[config.mk]
export PLATFORM = sky130hd
export DESIGN_NAME = model_fanout_dispatch
export DESIGN_NICKNAME = d
export VERILOG_FILES = /design/src/rtl/dfd_pkg.sv /design/src/rtl/dfd_beat_track.sv /design/src/rtl/dfd_rr_ptr.sv /design/src/rtl/dfd_lane_steer.sv /design/src/rtl/model_fanout_dispatch.sv
export SDC_FILE = /design/constraint.sdc
export NUM_CORES = 1
export LEC_CHECK = 0
export BUFFER_PORTS_ARGS = -buffer_cell sky130_fd_sc_hd__buf_2
export CORE_MARGIN = 5
export CORE_UTILIZATION = 27
export DETAILED_ROUTE_END_ITERATION = 7
export PLACE_DENSITY = 0.78
export SYNTH_ARGS = -nofsm -noshare
export SYNTH_HDL_FRONTEND = slang
export SYNTH_SLANG_ARGS = --single-unit
[constraint.sdc]
create_clock -name clk -period 1.5 [get_ports clk]
set_input_delay 0.225 -clock clk [delete_from_list [all_inputs] [get_ports clk]]
set_output_delay 0.225 -clock clk [all_outputs]
set_load 0.01 [all_outputs]
[src/rtl/dfd_pkg.sv]
package dfd_pkg;
  typedef enum logic {
    PH_LOAD  = 1'b0,
    PH_SCORE = 1'b1
  } phase_e;

  function automatic int beats_for(input int bytes, input int beat_bytes);
    return (bytes + beat_bytes - 1) / beat_bytes;
  endfunction
endpackage

[src/rtl/dfd_beat_track.sv]
module dfd_beat_track #(
  parameter int REC_BEATS = 13,
  parameter int CNT_W     = 4
) (
  input  logic             clk,
  input  logic             rst_n,
  input  logic             clear,
  input  logic             advance,
  output logic [CNT_W-1:0] beat_idx,
  output logic             at_tail
);
  localparam logic [CNT_W-1:0] TAIL_IDX = CNT_W'(REC_BEATS - 1);

  logic [CNT_W-1:0] cnt_q;

  always_ff @(posedge clk or negedge rst_n) begin
    if (!rst_n) begin
      cnt_q <= '0;
    end else if (clear) begin
      cnt_q <= '0;
    end else if (advance) begin
      cnt_q <= (cnt_q == TAIL_IDX) ? '0 : cnt_q + 1'b1;
    end
  end

  assign beat_idx = cnt_q;
  assign at_tail  = (cnt_q == TAIL_IDX);
endmodule

[src/rtl/dfd_rr_ptr.sv]
module dfd_rr_ptr #(
  parameter int NUM_UNITS = 4,
  parameter int PTR_W     = 2
) (
  input  logic             clk,
  input  logic             rst_n,
  input  logic             clear,
  input  logic             step,
  output logic [PTR_W-1:0] ptr
);
  localparam logic [PTR_W-1:0] LAST_UNIT = PTR_W'(NUM_UNITS - 1);

  logic [PTR_W-1:0] ptr_r;

  always_ff @(posedge clk or negedge rst_n) begin
    if (!rst_n) begin
      ptr_r <= '0;
    end else if (clear) begin
      ptr_r <= '0;
    end else if (step) begin
      ptr_r <= (ptr_r == LAST_UNIT) ? '0 : ptr_r + 1'b1;
    end
  end

  assign ptr = ptr_r;
endmodule

[src/rtl/dfd_lane_steer.sv]
module dfd_lane_steer #(
  parameter int NUM_UNITS  = 4,
  parameter int PTR_W      = 2,
  parameter int BEAT_BYTES = 8,
  parameter logic [BEAT_BYTES-1:0] TAIL_KEEP = '1
) (
  input  logic                  enable,
  input  logic                  score,
  input  logic                  in_valid,
  input  logic [NUM_UNITS-1:0]  unit_ready,
  input  logic [PTR_W-1:0]      target,
  input  logic                  at_tail,
  output logic                  up_ready,
  output logic [NUM_UNITS-1:0]  unit_valid,
  output logic [BEAT_BYTES-1:0] keep,
  output logic                  last
);
  logic all_ready;
  logic [NUM_UNITS-1:0] sel;

  assign all_ready = &unit_ready;

  for (genvar gi = 0; gi < NUM_UNITS; gi++) begin : g_lane
    assign sel[gi]        = (target == PTR_W'(gi));
    assign unit_valid[gi] = enable & in_valid & (score ? sel[gi] : all_ready);
  end

  assign up_ready = enable & (score ? |(sel & unit_ready) : all_ready);
  assign last     = score & at_tail;
  assign keep     = last ? TAIL_KEEP : '1;
endmodule

[src/rtl/model_fanout_dispatch.sv]
module model_fanout_dispatch #(
  parameter int NUM_UNITS  = 4,
  parameter int BEAT_BYTES = 8,
  parameter int REC_BYTES  = 100
) (
  input  logic                    clk,
  input  logic                    rst_n,
  input  logic                    score_mode,
  input  logic                    in_valid,
  output logic                    in_ready,
  input  logic [BEAT_BYTES*8-1:0] in_data,
  output logic [NUM_UNITS-1:0]    cu_valid,
  input  logic [NUM_UNITS-1:0]    cu_ready,
  output logic [BEAT_BYTES*8-1:0] cu_data,
  output logic [BEAT_BYTES-1:0]   cu_keep,
  output logic                    cu_last,
  output logic                    cu_model
);
  import dfd_pkg::*;

  localparam int REC_BEATS  = beats_for(REC_BYTES, BEAT_BYTES);
  localparam int TAIL_BYTES = REC_BYTES - (REC_BEATS - 1) * BEAT_BYTES;
  localparam int CNT_W      = (REC_BEATS > 1) ? $clog2(REC_BEATS) : 1;
  localparam int PTR_W      = (NUM_UNITS > 1) ? $clog2(NUM_UNITS) : 1;
  localparam logic [BEAT_BYTES-1:0] TAIL_KEEP = BEAT_BYTES'((64'd1 << TAIL_BYTES) - 64'd1);

  phase_e           phase;
  logic             is_score;
  logic             xfer;
  logic [CNT_W-1:0] beat_idx;
  logic             at_tail;
  logic [PTR_W-1:0] ptr_q;

  assign phase    = phase_e'(score_mode);
  assign is_score = (phase == PH_SCORE);
  assign xfer     = in_valid & in_ready;

  dfd_beat_track #(
    .REC_BEATS (REC_BEATS),
    .CNT_W     (CNT_W)
  ) u_beats (
    .clk      (clk),
    .rst_n    (rst_n),
    .clear    (!is_score),
    .advance  (is_score & xfer),
    .beat_idx (beat_idx),
    .at_tail  (at_tail)
  );

  dfd_rr_ptr #(
    .NUM_UNITS (NUM_UNITS),
    .PTR_W     (PTR_W)
  ) u_rr (
    .clk   (clk),
    .rst_n (rst_n),
    .clear (!is_score),
    .step  (is_score & xfer & at_tail),
    .ptr   (ptr_q)
  );

  dfd_lane_steer #(
    .NUM_UNITS  (NUM_UNITS),
    .PTR_W      (PTR_W),
    .BEAT_BYTES (BEAT_BYTES),
    .TAIL_KEEP  (TAIL_KEEP)
  ) u_steer (
    .enable     (rst_n),
    .score      (is_score),
    .in_valid   (in_valid),
    .unit_ready (cu_ready),
    .target     (ptr_q),
    .at_tail    (at_tail),
    .up_ready   (in_ready),
    .unit_valid (cu_valid),
    .keep       (cu_keep),
    .last       (cu_last)
  );

  assign cu_data  = in_data;
  assign cu_model = !is_score;

  logic unused_beat;
  assign unused_beat = ^beat_idx;
endmodule

# Yosys cells after proc, flatten, opt, wreduce, memory -nomap -nowiden
# Index checks and enable logic that the tools add are counted.
dict set report totals {
  reg_bits 6
  input_bits 72
  wordCells 37
  latchBits 0
  ramBits 0
  romBits 0
  mem_count 0
}
dict set report classes {
  magnitude_cmp 0
  mul 0
  muxes 12
  div_mod_pow 0
  shift 0
  n_reduce_logical 4
  add_sub_neg 2
  bitwise 11
  eq_ne 6
}
# cell count
set ops {}
lappend ops {{$mux W4} 3}
lappend ops {{$and A1 B1 Y1} 10}
lappend ops {{$mux W8} 1}
lappend ops {{$mux W2} 3}
lappend ops {{$mux W1} 5}
lappend ops {{$add A4 B1 Y4 const B} 1}
lappend ops {{$and A4 B4 Y4} 1}
lappend ops {{$eq A2 B2 Y1 const B} 2}
lappend ops {{$eq A4 B4 Y1 const B} 1}
lappend ops {{$ne A2 B1 Y1 const B} 2}
lappend ops {{$reduce_and A4 Y1} 1}
lappend ops {{$reduce_or A4 Y1} 1}
lappend ops {{$add A2 B1 Y2 const B} 1}
lappend ops {{$eq A2 B1 Y1 const B} 1}
lappend ops {{$logic_not A2 Y1} 1}
lappend ops {{$logic_not A1 Y1} 1}

# Longest topological paths before layout
dict set report depth {
  word_depth 10
  depth_mapped 6
}

# Cells and area by module
# A second synthesis with hierarchy kept.
dict set report hier_totals {
  cells_unflattened 123
  area_unflattened_um2 1002.2
}
# module instances seq_area_each_um2 cells_each area_per_inst_um2
set modules_own_cells {}
lappend modules_own_cells {model_fanout_dispatch 1 0.0 67 500.5}
lappend modules_own_cells {dfd_beat_track 1 100.1 23 219.0}
lappend modules_own_cells {dfd_lane_steer 1 0.0 25 182.7}
lappend modules_own_cells {dfd_rr_ptr 1 50.0 8 100.1}

# Worst setup path after synthesis
# Ideal clock, no wire load.
dict set report synth_path {
  path_kind {register to register}
  from {register u_rr.ptr_r[0] (netlist: u_rr.ptr[0])}
  to {register u_beats.cnt_q[3] (netlist: u_beats.beat_idx[3])}
  setup_slack_ns -0.102
  arrival_time_ns 1.525
  required_ns 1.422
  n_path_buf 0
  path_stages_with_launch 7
  cell_sequence {dfrtp_1 -> inv_1 -> ha_1 -> a22oi_1 -> and2_0 -> or4_1 -> a21oi_1}
}
dict set report synth_between {
  elab_chain_len 8
  elab_cells_between_ends 11
  cone_classes {eq/ne: 4; mux: 1; bitwise: 4; reduce/logical: 2}
}
# item line_no
set synth_lines {}
lappend synth_lines {{from (decl)} dfd_rr_ptr.sv:13} ;# logic [PTR_W-1:0] ptr_r;
lappend synth_lines {{from (signal assigned)} dfd_rr_ptr.sv:21} ;# ptr_r <= (ptr_r == LAST_UNIT) ? '0 : ptr_r + 1'b1;
lappend synth_lines {{$eq A2 B1 Y1, or another cell as far along} dfd_lane_steer.sv:24} ;# assign sel[gi] = (target == PTR_W'(gi));
lappend synth_lines {{$and A4 B4 Y4 (*)} dfd_lane_steer.sv:28} ;# assign up_ready = enable & (score ? |(sel & unit_ready) : all_ready);
lappend synth_lines {{$reduce_or A4 Y1 (*)} dfd_lane_steer.sv:28}
lappend synth_lines {{$mux W1 (*)} dfd_lane_steer.sv:28}
lappend synth_lines {{$and A1 B1 Y1 (*)} dfd_lane_steer.sv:28}
lappend synth_lines {{$and A1 B1 Y1 (*)} model_fanout_dispatch.sv:36} ;# assign xfer = in_valid & in_ready;
lappend synth_lines {{$and A1 B1 Y1 (*)} model_fanout_dispatch.sv:45} ;# .advance (is_score & xfer),
lappend synth_lines {{$ne A2 B1 Y1 (no line) (*)} --}
lappend synth_lines {{to (signal assigned)} dfd_beat_track.sv:22} ;# cnt_q <= (cnt_q == TAIL_IDX) ? '0 : cnt_q + 1'b1;
lappend synth_lines {{to (decl)} dfd_beat_track.sv:14} ;# logic [CNT_W-1:0] cnt_q;
# Every way passes the cells marked *; elsewhere a longest branch is shown, timed or not.
# A chain may end at the register's enable or synchronous reset.

# Final worst setup path
dict set report layout_path {
  from {register u_rr.ptr_r[1] (netlist: u_rr.ptr[1])}
  to {output port in_ready}
}
dict set report layout_between {
  elab_chain_len 5
  elab_cells_between_ends 8
  cone_classes {eq/ne: 3; mux: 1; bitwise: 2; reduce/logical: 2}
}
# item line_no
set layout_lines {}
lappend layout_lines {{$eq A2 B1 Y1, or another cell as far along} dfd_lane_steer.sv:24}
lappend layout_lines {{$and A4 B4 Y4 (*)} dfd_lane_steer.sv:28}
lappend layout_lines {{$reduce_or A4 Y1 (*)} dfd_lane_steer.sv:28}
lappend layout_lines {{$mux W1 (*)} dfd_lane_steer.sv:28}
lappend layout_lines {{$and A1 B1 Y1 (*)} dfd_lane_steer.sv:28}
lappend layout_lines {{to (decl)} model_fanout_dispatch.sv:10} ;# output logic in_ready,
# Marked as above.

==> reports/summary.md <==
The run finished, with violations left. The checks that failed: negative setup slack. The repair_antennas step left the layout with diodes totalling 0. The worst register-to-register path ends at u_beats.beat_idx[3]$_DFFE_PN0P_. The library cell used most frequently in the layout, excluding fill and tap cells, is buf_2. The data required time at the worst endpoint was 1270 ps; the met3 usage in global routing was 5.470%.

TritonCTS built the clock tree. The run gives 0 as the number of antenna violations at the first check in global routing. Measured along the x axis, the die boundary spans 71.65 um. The tools report the final hold slack as 417.5 ps. The root buffer cell chosen for the clock tree is clkbuf_8. The area growth from synthesis to layout is -14.39%.

Walking the worst path, the cells encountered are inv_4 > ha_4 > a22oi_2 > and2_4 > a21oi_2 > buf_2. The count of nets left with antenna violations once routing finished came out at 0. Post-route fraction of the period consumed by the critical path: 109.8%.

Yosys printed 0 warnings. Most area-hungry cell type in the Yosys netlist: buf_4. The cell area that synthesis handed to floorplanning was 1026 um^2. The run gives 130 as the number of placed instances with taps included. The worst register-to-register path has a depth of 7. The number of max-cap violations was 0; the summed negative setup slack over all endpoints was -708.3 ps. For the net count of the finished layout, the log shows 174. The worst voltage drop across the vdd grid was 0.1790 mV; the aggregate routed wire length was 2.010 mm.

The maximum cell stage delay along the critical path is 420 ps, and the number of failing hold endpoints at the final stage is 0. The met1 track utilization from global routing is 6.078%, and the number of buffer cells added on primary ports is 18. Global routing used 8.151% of the available tracks. Pin placement for this block handled 151 I/O pins. The xor/xnor share of the synthesized area was 0%; the final count of pins violating max slew was 0. For the minimum setup slack after placement, the log shows -68.93 ps. The maximum net fanout on the critical path works out to 4. In the synthesized netlist the dominant register cell turns out to be dfrtp_1. Entering global routing, the biggest net connects 13 pins. Counting buffers and inverters, the worst setup path is 6 cells deep. Setup repair after global routing could not meet its margin everywhere. The proportion of synthesized chip area in sequential cells came out at 14.63%. Final weighted congestion in routability-driven placement: 0.7801.

Cells fill 23.99% of the core in the end. Data arrives at the worst endpoint at 1420 ps. The initial utilization of the core area, before any placement, comes to 28.02%. The tools report the count of H-tree levels built during CTS as 1. The first detailed-routing pass took 4 iterations.

The run gives 878.3 um^2 as the total non-filler cell area in the finished layout. The setup slack after layout is -146.3 ps, and the average instance area after synthesis is 7.892 um^2. For this design, the sink count on the clock tree is 6. In this run, synthesis produced a sequential element count of 6.

The placeable core region came out at 3661 um^2. No sink is reached through more buffers than the 2 on the longest clock path. Dividing the detail-routed via count by the number of cells gives 4.387.

The worst setup path is captured at an output pin. Type of the worst setup path: register to output pin. The post-route netlist has 55.32% of its cells at a drive strength greater than 1. Measured against the total synthesized area, the mux share comes to 3.902%.

Global routing consumed, on the met2 layer, 13.06% of the routing resources. The shortest period the worst path allows came out at 1646 ps. The highest-utilization routing layer at the global route stage is met2. The complex-gate fraction of the synthesized area works out to 8.171%.

After synthesis, the cell types taking the most area are buf_4 52%, dfrtp_1 15%, ha_1 7.3%. The worst register-to-register path begins at u_rr.ptr[0]$_DFFE_PN0P_. Across all register-to-register paths, the minimum setup slack is -140 ps. After Yosys synthesis, and, or, nand and nor cells account for 9.634% of the synthesized area. The clock slew at the register clock pins of the worst setup and hold paths was 40 ps.

The top cell types in the final layout, fill and taps aside, are 18 x buf_2, 11 x buf_4, 8 x inv_1, 6 x nand2_1. The first global-routing pass estimated 3.167 mm of wire. Highest-delay cell along the critical path: dfrtp_2.

The die is 71.65 um tall. The tools report the filler-free cell count of the finished design as 142. STA classifies the critical path startpoint as a register. The destination of the critical timing path is in_ready. For this block, the via count after detailed routing is 623.

Cell area reported after detailed placement: 679.4 um^2. After technology mapping, the gate count stands at 130. The maximum clock frequency is 607.4 MHz, and the sum of internal, switching and leakage power is 0.5090 mW. The setup-violating endpoint count in the final report is 12.

The number of buffer and inverter instances along the worst setup path is 2. The clock arrives with 4.788 ps of skew. The power density normalized to cell area is 579.5 nW/um^2, and the total clock buffers created by CTS is 3. In this run the worst setup path begins at u_rr.ptr[1]$_DFFE_PN0P_.

For this run, design rule violations remaining after detail routing come to 0. The die covers 5133 um^2. After synthesis, the largest family of logic cells by area is buffers and inverters. Yosys mapped a number of flops with a built-in enable equal to 0. In the synthesized netlist the async set-or-reset flop fraction comes to 100.0%.

Fraction of the mapped netlist area in adder cells: 7.317%. The tools report the leakage power figure as 0.4055 nW. The distinct cell type count after synthesis came out at 22. The initialized floorplan defines 22 standard-cell rows.

After detailed routing, the average wire length per cell comes to 14.15 um. The number of global-route vias before repair is 668, and the half-perimeter wire length of the detailed placement result is 1.380 mm. Grouping stages by cell kind, the critical path spends the most delay in flip-flops.

After the first detailed-routing iteration, the DRC count stood at 55. After global routing the overflow that remains totals 0. The later pin in the worst-skew pair is clocked with a latency of 240 ps. The type of the most critical hold path is primary input to async pin. The area share of the largest cell type after synthesis was 51.95%.
==> per-layer routing <==
| layer | vias up | routed length [um] |
|---|---|---|
| li1 | 268 | - |
| met1 | 284 | 576 |
| met2 | 46 | 946 |
| met3 | 25 | 311 |
| met4 | 0 | 176 |
| met5 | - | 0 |
==> layout make-up <==
class,instances,area [um^2]
clock buffer,3,41.29
inverter,10,42.54
timing repair buffer,30,182.7
tap,48,60.06
fill,385,2783
multi-input combinational,45,399.1
sequential,6,152.6
==> Yosys cell counts (2+ instances only) <==
| master | instances |
|---|---|
| dfrtp_1 | 6 |
| ha_1 | 6 |
| nor2_1 | 3 |
| buf_4 | 71 |
| nand3_1 | 2 |
| nand2_1 | 7 |
| mux2i_1 | 4 |
| a22oi_1 | 2 |
| inv_1 | 10 |
| a21oi_1 | 7 |
==> report_power, final <==
part | switching, mW | total (mW) | internal (mW) | leakage (nW)
logic | 0.0490 | 0.0839 | 0.0348 | 0.304
registers | 0.000952 | 0.165 | 0.164 | 0.0801
clock network | 0.0860 | 0.260 | 0.174 | 0.0216
==> how the worst min path moves through the flow <==
stage                     start                               to  slack, ps  cells after the start
after CTS                 rst_n  u_beats.beat_idx[3]$_DFFE_PN0P_        410                      2
after detailed placement  rst_n  u_beats.beat_idx[3]$_DFFE_PN0P_         50                      1
after global placement    rst_n  u_beats.beat_idx[3]$_DFFE_PN0P_         50                      1
after global routing      rst_n  u_beats.beat_idx[3]$_DFFE_PN0P_        430                      2
final                     rst_n  u_beats.beat_idx[3]$_DFFE_PN0P_        420                      2
after floorplan           rst_n  u_beats.beat_idx[0]$_DFFE_PN0P_        -70                      0
==> what timing repair did <==
item / 4_1_cts / 5_1_grt
endpoints found under the hold margin: 6 / 0
hold buffers: 1 / 0
buffers inserted: 5 / 3
resized for setup: 17 / 4
pin swaps: 7 / 3
setup endpoints to repair: 10 / 15
==> kinds of logic (layout without fill, tap and decap cells) <==
| logic type | count (synthesis) | after routing |
|---|---|---|
| buf+inv | 82 | 43 |
| other cells | 1 | 4 |
| compound gates | 13 | 13 |
| flops | 6 | 6 |
| fa+ha+maj | 6 | 6 |
| mux | 4 | 4 |
| simple gates | 18 | 18 |
==> registers in the layout, summed over array words and instances, names as in the netlist <==
| signal | cells |
|---|---|
| u_beats.beat_idx | 4 |
| u_rr.ptr | 2 |
Power figures use the tool's default switching activity.
